### config.mk
export PLATFORM = sky130hd
export DESIGN_NAME = pio_reg_cycle
export DESIGN_NICKNAME = d
export VERILOG_FILES = /design/src/rtl/pio_pkg.sv /design/src/rtl/pio_seq.sv /design/src/rtl/pio_drive.sv /design/src/rtl/pio_reg_cycle.sv
export SDC_FILE = /design/constraint.sdc
export NUM_CORES = 1
export LEC_CHECK = 0
export BUFFER_PORTS_ARGS = -buffer_cell sky130_fd_sc_hd__buf_2
export CORE_MARGIN = 2
export CORE_UTILIZATION = 40
export CTS_CLUSTER_DIAMETER = 60
export DETAILED_ROUTE_END_ITERATION = 6
export HOLD_SLACK_MARGIN = 0.06
export PLACE_DENSITY = 0.69
export SYNTH_ARGS = -nofsm -noshare
export SYNTH_HDL_FRONTEND = slang
export SYNTH_SLANG_ARGS = --single-unit
export TNS_END_PERCENT = 30
### constraint.sdc
create_clock -name clk -period 1.8 [get_ports clk]
set_input_delay 0.27 -clock clk [delete_from_list [all_inputs] [get_ports clk]]
set_output_delay 0.27 -clock clk [all_outputs]
set_load 0.02 [all_outputs]
### src/rtl/pio_pkg.sv
package pio_pkg;

  typedef enum logic [2:0] {
    ST_IDLE   = 3'd0,
    ST_SETUP  = 3'd1,
    ST_STROBE = 3'd2,
    ST_HOLD   = 3'd3,
    ST_RESET  = 3'd4
  } phase_t;

  typedef struct packed {
    logic cs_n;
    logic rd_n;
    logic wr_n;
    logic oe;
    logic drst_n;
  } pins_t;

  localparam pins_t PINS_QUIET = '{cs_n: 1'b1, rd_n: 1'b1, wr_n: 1'b1, oe: 1'b0, drst_n: 1'b1};

  // Bus pin levels for a given phase and access direction.
  function automatic pins_t phase_pins(phase_t ph, logic is_wr);
    pins_t p;
    p = PINS_QUIET;
    case (ph)
      ST_SETUP: begin
        p.cs_n = 1'b0;
        p.oe   = is_wr;
      end
      ST_STROBE: begin
        p.cs_n = 1'b0;
        p.rd_n = is_wr;
        p.wr_n = ~is_wr;
        p.oe   = is_wr;
      end
      ST_HOLD: begin
        // write keeps the select through hold; read releases with the strobe
        p.cs_n = ~is_wr;
        p.oe   = is_wr;
      end
      ST_RESET: p.drst_n = 1'b0;
      default: p = PINS_QUIET;
    endcase
    return p;
  endfunction

endpackage

### src/rtl/pio_seq.sv
module pio_seq
  import pio_pkg::*;
#(
  parameter int SETUP_CYC  = 2,
  parameter int STROBE_CYC = 3,
  parameter int HOLD_CYC   = 2,
  parameter int RST_CYC    = 5
) (
  input  logic   clk,
  input  logic   rst_n,
  input  logic   req_valid,
  input  logic   rst_req,
  input  logic   ready,
  output phase_t phase_d,
  output logic   accept,
  output logic   cap_en,
  output logic   busy,
  output logic   done
);

  localparam int MAX_A  = (SETUP_CYC > STROBE_CYC) ? SETUP_CYC : STROBE_CYC;
  localparam int MAX_B  = (HOLD_CYC > RST_CYC) ? HOLD_CYC : RST_CYC;
  localparam int MAX_C  = (MAX_A > MAX_B) ? MAX_A : MAX_B;
  localparam int CW     = (MAX_C > 1) ? $clog2(MAX_C) : 1;

  phase_t        phase_q;
  logic [CW-1:0] cnt_q, cnt_d;
  logic          done_q, done_d;
  logic          cnt_zero;

  assign cnt_zero = (cnt_q == '0);

  always_comb begin
    phase_d = phase_q;
    cnt_d   = cnt_q;
    accept  = 1'b0;
    cap_en  = 1'b0;
    done_d  = 1'b0;
    case (phase_q)
      ST_IDLE: begin
        if (rst_req) begin
          phase_d = ST_RESET;
          cnt_d   = CW'(RST_CYC - 1);
        end else if (req_valid) begin
          accept  = 1'b1;
          phase_d = ST_SETUP;
          cnt_d   = CW'(SETUP_CYC - 1);
        end
      end
      ST_SETUP: begin
        if (cnt_zero) begin
          phase_d = ST_STROBE;
          cnt_d   = CW'(STROBE_CYC - 1);
        end else begin
          cnt_d = cnt_q - 1'b1;
        end
      end
      ST_STROBE: begin
        if (!cnt_zero) begin
          cnt_d = cnt_q - 1'b1;
        end else if (ready) begin
          cap_en  = 1'b1;
          phase_d = ST_HOLD;
          cnt_d   = CW'(HOLD_CYC - 1);
        end
      end
      ST_HOLD, ST_RESET: begin
        if (cnt_zero) begin
          phase_d = ST_IDLE;
          done_d  = 1'b1;
        end else begin
          cnt_d = cnt_q - 1'b1;
        end
      end
      default: phase_d = ST_IDLE;
    endcase
  end

  always_ff @(posedge clk or negedge rst_n) begin
    if (!rst_n) begin
      phase_q <= ST_IDLE;
      cnt_q   <= '0;
      done_q  <= 1'b0;
    end else begin
      phase_q <= phase_d;
      cnt_q   <= cnt_d;
      done_q  <= done_d;
    end
  end

  assign busy = (phase_q != ST_IDLE);
  assign done = done_q;

  a_r8_ready_stretch: assert property (@(posedge clk) disable iff (!rst_n)
    (phase_q == ST_STROBE && !ready) |=> (phase_q == ST_STROBE));

  a_r9_done_single: assert property (@(posedge clk) disable iff (!rst_n)
    done |=> !done);

  a_r9_done_idle: assert property (@(posedge clk) disable iff (!rst_n)
    done |-> !busy);

  a_r11_busy_ignores: assert property (@(posedge clk) disable iff (!rst_n)
    (busy && phase_q != ST_HOLD && phase_q != ST_RESET) |=> busy);

  initial begin
    a_r2_min_lengths: assert (SETUP_CYC >= 1 && STROBE_CYC >= 1 && HOLD_CYC >= 1 && RST_CYC >= 1);
  end

endmodule

### src/rtl/pio_drive.sv
module pio_drive
  import pio_pkg::*;
#(
  parameter int AW = 3,
  parameter int DW = 16
) (
  input  logic          clk,
  input  logic          rst_n,
  input  phase_t        phase_d,
  input  logic          accept,
  input  logic          cap_en,
  input  logic          req_write,
  input  logic [AW-1:0] req_addr,
  input  logic [DW-1:0] req_wdata,
  input  logic [DW-1:0] dd_in,
  output logic          cs_pri_n,
  output logic          rd_n,
  output logic          wr_n,
  output logic          dd_oe,
  output logic          drv_rst_n,
  output logic [AW-1:0] da,
  output logic [DW-1:0] dd_out,
  output logic [DW-1:0] rd_data
);

  pins_t         pins_q;
  logic          wr_q, wr_d;
  logic [AW-1:0] addr_q;
  logic [DW-1:0] wdat_q, rdat_q;

  assign wr_d = accept ? req_write : wr_q;

  // Request latch: loaded only on acceptance.
  always_ff @(posedge clk or negedge rst_n) begin
    if (!rst_n) begin
      wr_q   <= 1'b0;
      addr_q <= '0;
      wdat_q <= '0;
    end else if (accept) begin
      wr_q   <= req_write;
      addr_q <= req_addr;
      wdat_q <= req_wdata;
    end
  end

  // Pins registered from the next phase so strobes come straight off flops.
  always_ff @(posedge clk or negedge rst_n) begin
    if (!rst_n) pins_q <= PINS_QUIET;
    else        pins_q <= phase_pins(phase_d, wr_d);
  end

  always_ff @(posedge clk or negedge rst_n) begin
    if (!rst_n)               rdat_q <= '0;
    else if (cap_en && !wr_q) rdat_q <= dd_in;
  end

  assign cs_pri_n  = pins_q.cs_n;
  assign rd_n      = pins_q.rd_n;
  assign wr_n      = pins_q.wr_n;
  assign dd_oe     = pins_q.oe;
  assign drv_rst_n = pins_q.drst_n;
  assign da        = addr_q;
  assign dd_out    = wdat_q;
  assign rd_data   = rdat_q;

  a_r3_cs_leads_wr: assert property (@(posedge clk) disable iff (!rst_n)
    $fell(wr_n) |-> !$past(cs_pri_n));

  a_r3_wr_leads_cs: assert property (@(posedge clk) disable iff (!rst_n)
    ($rose(cs_pri_n) && $past(dd_oe)) |-> $past(wr_n));

  a_r5_oe_not_read: assert property (@(posedge clk) disable iff (!rst_n)
    dd_oe |-> rd_n);

  a_r5_wr_needs_oe: assert property (@(posedge clk) disable iff (!rst_n)
    !wr_n |-> dd_oe);

  a_r6_one_strobe: assert property (@(posedge clk) disable iff (!rst_n)
    !(!rd_n && !wr_n));

  a_r6_addr_stable: assert property (@(posedge clk) disable iff (!rst_n)
    (!cs_pri_n && !$past(cs_pri_n)) |-> $stable(da));

  a_r10_reset_quiet: assert property (@(posedge clk) disable iff (!rst_n)
    !drv_rst_n |-> (cs_pri_n && rd_n && wr_n && !dd_oe));

endmodule

### src/rtl/pio_reg_cycle.sv
module pio_reg_cycle
  import pio_pkg::*;
#(
  parameter int SETUP_CYC  = 2,
  parameter int STROBE_CYC = 3,
  parameter int HOLD_CYC   = 2,
  parameter int RST_CYC    = 5,
  parameter int AW         = 3,
  parameter int DW         = 16
) (
  input  logic          clk,
  input  logic          rst_n,
  input  logic          req_valid,
  input  logic          req_write,
  input  logic [AW-1:0] req_addr,
  input  logic [DW-1:0] req_wdata,
  input  logic          rst_req,
  input  logic          ready,
  input  logic [DW-1:0] dd_in,
  output logic          busy,
  output logic          done,
  output logic [DW-1:0] rd_data,
  output logic          cs_pri_n,
  output logic          cs_sec_n,
  output logic          rd_n,
  output logic          wr_n,
  output logic [AW-1:0] da,
  output logic [DW-1:0] dd_out,
  output logic          dd_oe,
  output logic          drv_rst_n
);

  phase_t phase_d;
  logic   accept, cap_en;

  pio_seq #(
    .SETUP_CYC (SETUP_CYC),
    .STROBE_CYC(STROBE_CYC),
    .HOLD_CYC  (HOLD_CYC),
    .RST_CYC   (RST_CYC)
  ) u_seq (
    .clk      (clk),
    .rst_n    (rst_n),
    .req_valid(req_valid),
    .rst_req  (rst_req),
    .ready    (ready),
    .phase_d  (phase_d),
    .accept   (accept),
    .cap_en   (cap_en),
    .busy     (busy),
    .done     (done)
  );

  pio_drive #(
    .AW(AW),
    .DW(DW)
  ) u_drive (
    .clk      (clk),
    .rst_n    (rst_n),
    .phase_d  (phase_d),
    .accept   (accept),
    .cap_en   (cap_en),
    .req_write(req_write),
    .req_addr (req_addr),
    .req_wdata(req_wdata),
    .dd_in    (dd_in),
    .cs_pri_n (cs_pri_n),
    .rd_n     (rd_n),
    .wr_n     (wr_n),
    .dd_oe    (dd_oe),
    .drv_rst_n(drv_rst_n),
    .da       (da),
    .dd_out   (dd_out),
    .rd_data  (rd_data)
  );

  // Only the primary register bank is ever addressed.
  assign cs_sec_n = 1'b1;

  a_r6_sec_idle: assert property (@(posedge clk) disable iff (!rst_n) cs_sec_n);

endmodule

==> summary.md <==
| Metric | Value |
|---|---|
| Crit path largest cell delay | `0.49 ns` |
| Cell area after synthesis | `2173 µm²` |
| Net Count, Synth | `250` |
| Largest net degree at the start of global routing | `49` |
| Largest cells by area after synthesis | `dfrtp_1 (51%), nand2_1 (11%), mux2_4 (6.9%)` |
| Area share of xor/xnor cells in the synthesized design | `0.4030%` |
| Via density | `4.711` |
| Initial antenna violation count | `0` |
| Buf/Inv on CP | `1` |
| FF-to-FF path depth | `8` |
| Filler cell count | `476` |
| # rows | `26` |
| Critical Path AT | `1.47 ns` |
| Crit-path cells | `or3_1 -> buf_2` |
| DIE WIDTH | `77.71 µm` |
| Final Hold Viols | `0` |
| Area Overhead vs Synth | `29.59%` |
| Unrepaired setup endpoints after global routing | `false` |
| Post-synthesis cell count | `207` |
| Dpl cells | `360` |
| Hold slack | `0.06237 ns` |
| TNS Setup | `0 ns` |
| Grt total ovfl | `0` |
| Adder-Cell Fraction of Synth Area | `1.151%` |
| Worst Hold Class | `in2async` |
| I/O pins | `84` |
| Final instance area | `2816 µm²` |
| Share of cells above drive strength 1 | `45.00%` |
| Register bit total from synthesis | `48` |
| Vias in the first global route | `1577` |
| DR pass1 iterations | `4` |
| Routed length per instance | `12.51 µm` |
| Die Area | `6039 µm²` |
| Clk_skew | `0.004006 ns` |
| Die span in y | `77.71 µm` |
| Sequential share of the synthesized area | `55.50%` |
| Worst path top cell family by delay | `simple AND/OR/NAND/NOR gates` |
| Worst-Skew Late Latency | `0.30 ns` |
| Worst-path clk slew | `0.09 ns` |
| Final setup viols | `0` |
| Post-Route WL | `4.629 mm` |
| Final period util | `96.60%` |
| DR DRC count | `0` |
| Core ar. | `5172 µm²` |
| Hold_buf cts | `0` |
| Req. time, crit path | `1.53 ns` |
| Clock sinks | `48` |
| Post-synth EDFFs | `0` |
| Peak supply drop | `0.0005590 V` |
| DRT iter0 DRCs | `70` |
| CTS max path bufs | `2` |
| H-tree Lvls | `2` |
| Mux contribution to synthesized area | `10.48%` |
| Root buffer cell | `clkbuf_8` |
| Hpwl dp | `3.244 mm` |
| Critical path launch point type | `register` |
| Worst-margin pin slew | `0.6088 ns` |
| Total Routing Usage GR | `16.00%` |
| Main combinational cell family by area after synthesis | `simple AND/OR/NAND/NOR gates` |
| Fin crit period | `1.739 ns` |
| Max_cap viols | `0` |
| Slack of the worst reg-to-reg path | `0.08 ns` |
| Post-DP Area | `2694 µm²` |
| Slew Limit Fails | `0` |
| Status | `complete, no violations` |
| Number of CTS-inserted buffers | `5` |
| Mean post-synth cell area | `10.50 µm²` |
| # diodes | `0` |
| Power Dens Cells | `1440 nW/µm²` |
| First-pass GRT wire length | `7.631 mm` |
| Post-synth top area share | `50.66%` |
| Final #Nets | `342` |
| Synth warn | `0` |
| Total Power | `4.057 mW` |
| Asr flop ratio synth | `100.0%` |
| Synth Area in Compound Gates | `7.772%` |
| CTS tree | `yes` |
| Placer Congestion | `0.8964` |
| Max_slew headroom | `59.41%` |
| Fin cells | `370` |
| Most common cell in the synthesized netlist | `nand2_1` |
| Worst r2r dst | `u_drive.rd_data[3]` |
| Number of distinct library cells after synthesis | `38` |
| DR vias | `1743` |
| Initial Utilization | `42.02%` |
| Synth area leader | `dfrtp_1` |
| Post-route ant nets | `0` |
| Critical path class | `reg2out` |
| Fmax | `575.1 MHz` |
| Critical path fanouts, max | `6` |
| CP max stage cell | `or3_1` |
| Post-Synth Simple-Gate Area | `19.40%` |
| Port bufs | `82` |
| Post-synth top flop | `dfrtp_1` |
| LEAKAGE | `1.572 nW` |
| Post-synth top cells | `nand2_1 (65), dfrtp_1 (44), a21oi_1 (11), nor2_1 (11), mux2_4 (10)` |
| Crit end category | `output port` |
| FF-to-FF Start | `u_seq.cnt_q[0]` |
-- metrics by stage --
stage,setup WS (ns),utilization (%)
2_1_floorplan,0.04440,-
3_3_place_gp,0.1019,52.08
3_5_place_dp,0.05634,52.08
4_1_cts,0.04621,53.77
5_1_grt,0.004630,54.45
6_report,0.06113,54.45
-- power breakdown --
group	leakage, nW	internal (mW)	total, mW	switching (mW)
sequential	0.616	1.42	1.59	0.169
clock	0.0479	0.271	0.630	0.359
combinational	0.908	0.731	1.84	1.11
total	1.57	2.42	4.06	1.63
-- metal layers --
layer	up-vias	share of wire (%)	GRT usage, %
met4	0	1.3	5.357
li1	860	-	-
met5	-	0	0
met3	6	6.7	3.953
met1	814	46	22.40
met2	63	46	24.31
-- repair_timing --
action,in CTS,in global routing
endpoints found under the setup margin,0,19
setup buffers,0,2
gates resized for setup,0,7
-- layout by cell type (no fill, tap or decap), types with 2 or more instances in the layout --
master / instances
nand2b_1: 3
a21oi_1: 10
clkinv_2: 2
dfstp_2: 4
buf_12: 2
nor2b_1: 2
mux2_2: 6
mux2_4: 10
o21ai_1: 2
o21ai_0: 4
inv_1: 4
nand2_1: 65
dfrtp_1: 44
clkbuf_8: 5
ha_1: 2
buf_4: 12
nor2_1: 10
nand2_2: 2
a21o_1: 2
buf_2: 82
or3_1: 3
-- flip-flops by register name, summed over array words and instances, names as in the netlist, 3 cells and up --
register         count
u_seq.phase_q        3
u_drive.da           3
u_drive.rd_data     16
u_seq.cnt_q          3
u_drive.dd_out      16
-- worst max path at each step --
stage | startpoint | endpoint | slack, ns | depth (start not counted)
floorplan | u_seq.cnt_q[0] | u_drive.rd_data[0] | 0.04 | 8
global placement | u_seq.cnt_q[0] | u_drive.rd_data[0] | 0.10 | 8
detailed placement | u_seq.cnt_q[0] | u_drive.rd_data[1] | 0.06 | 8
global route | u_seq.phase_q[1] | busy | 0.005 | 2
CTS | u_seq.cnt_q[0] | u_drive.rd_data[3] | 0.05 | 8
finish | u_seq.phase_q[1] | busy | 0.06 | 2
-- layout make-up --
type / instances / area (µm²) / share of cell area (%)
clock inverters: 3 / 18.77 / 0.6664
flip-flops and latches: 48 / 1206 / 42.83
inverters: 5 / 18.77 / 0.6664
repair buffers: 96 / 540.5 / 19.19
well taps: 70 / 87.58 / 3.110
clock buffers: 5 / 68.82 / 2.443
multi-input cells: 143 / 875.8 / 31.10
-- cell families (layout without fill, tap and decap cells) --
family,count (synthesis),after routing
AND/OR/NAND/NOR,95,95
flip-flops,48,48
AO/OA/AOI/OAI,27,27
multiplexers,17,17
buffers and inverters,16,109
adder cells (fa/ha/maj),2,2
other,1,1
XOR/XNOR,1,1
Power figures use the tool's default switching activity.
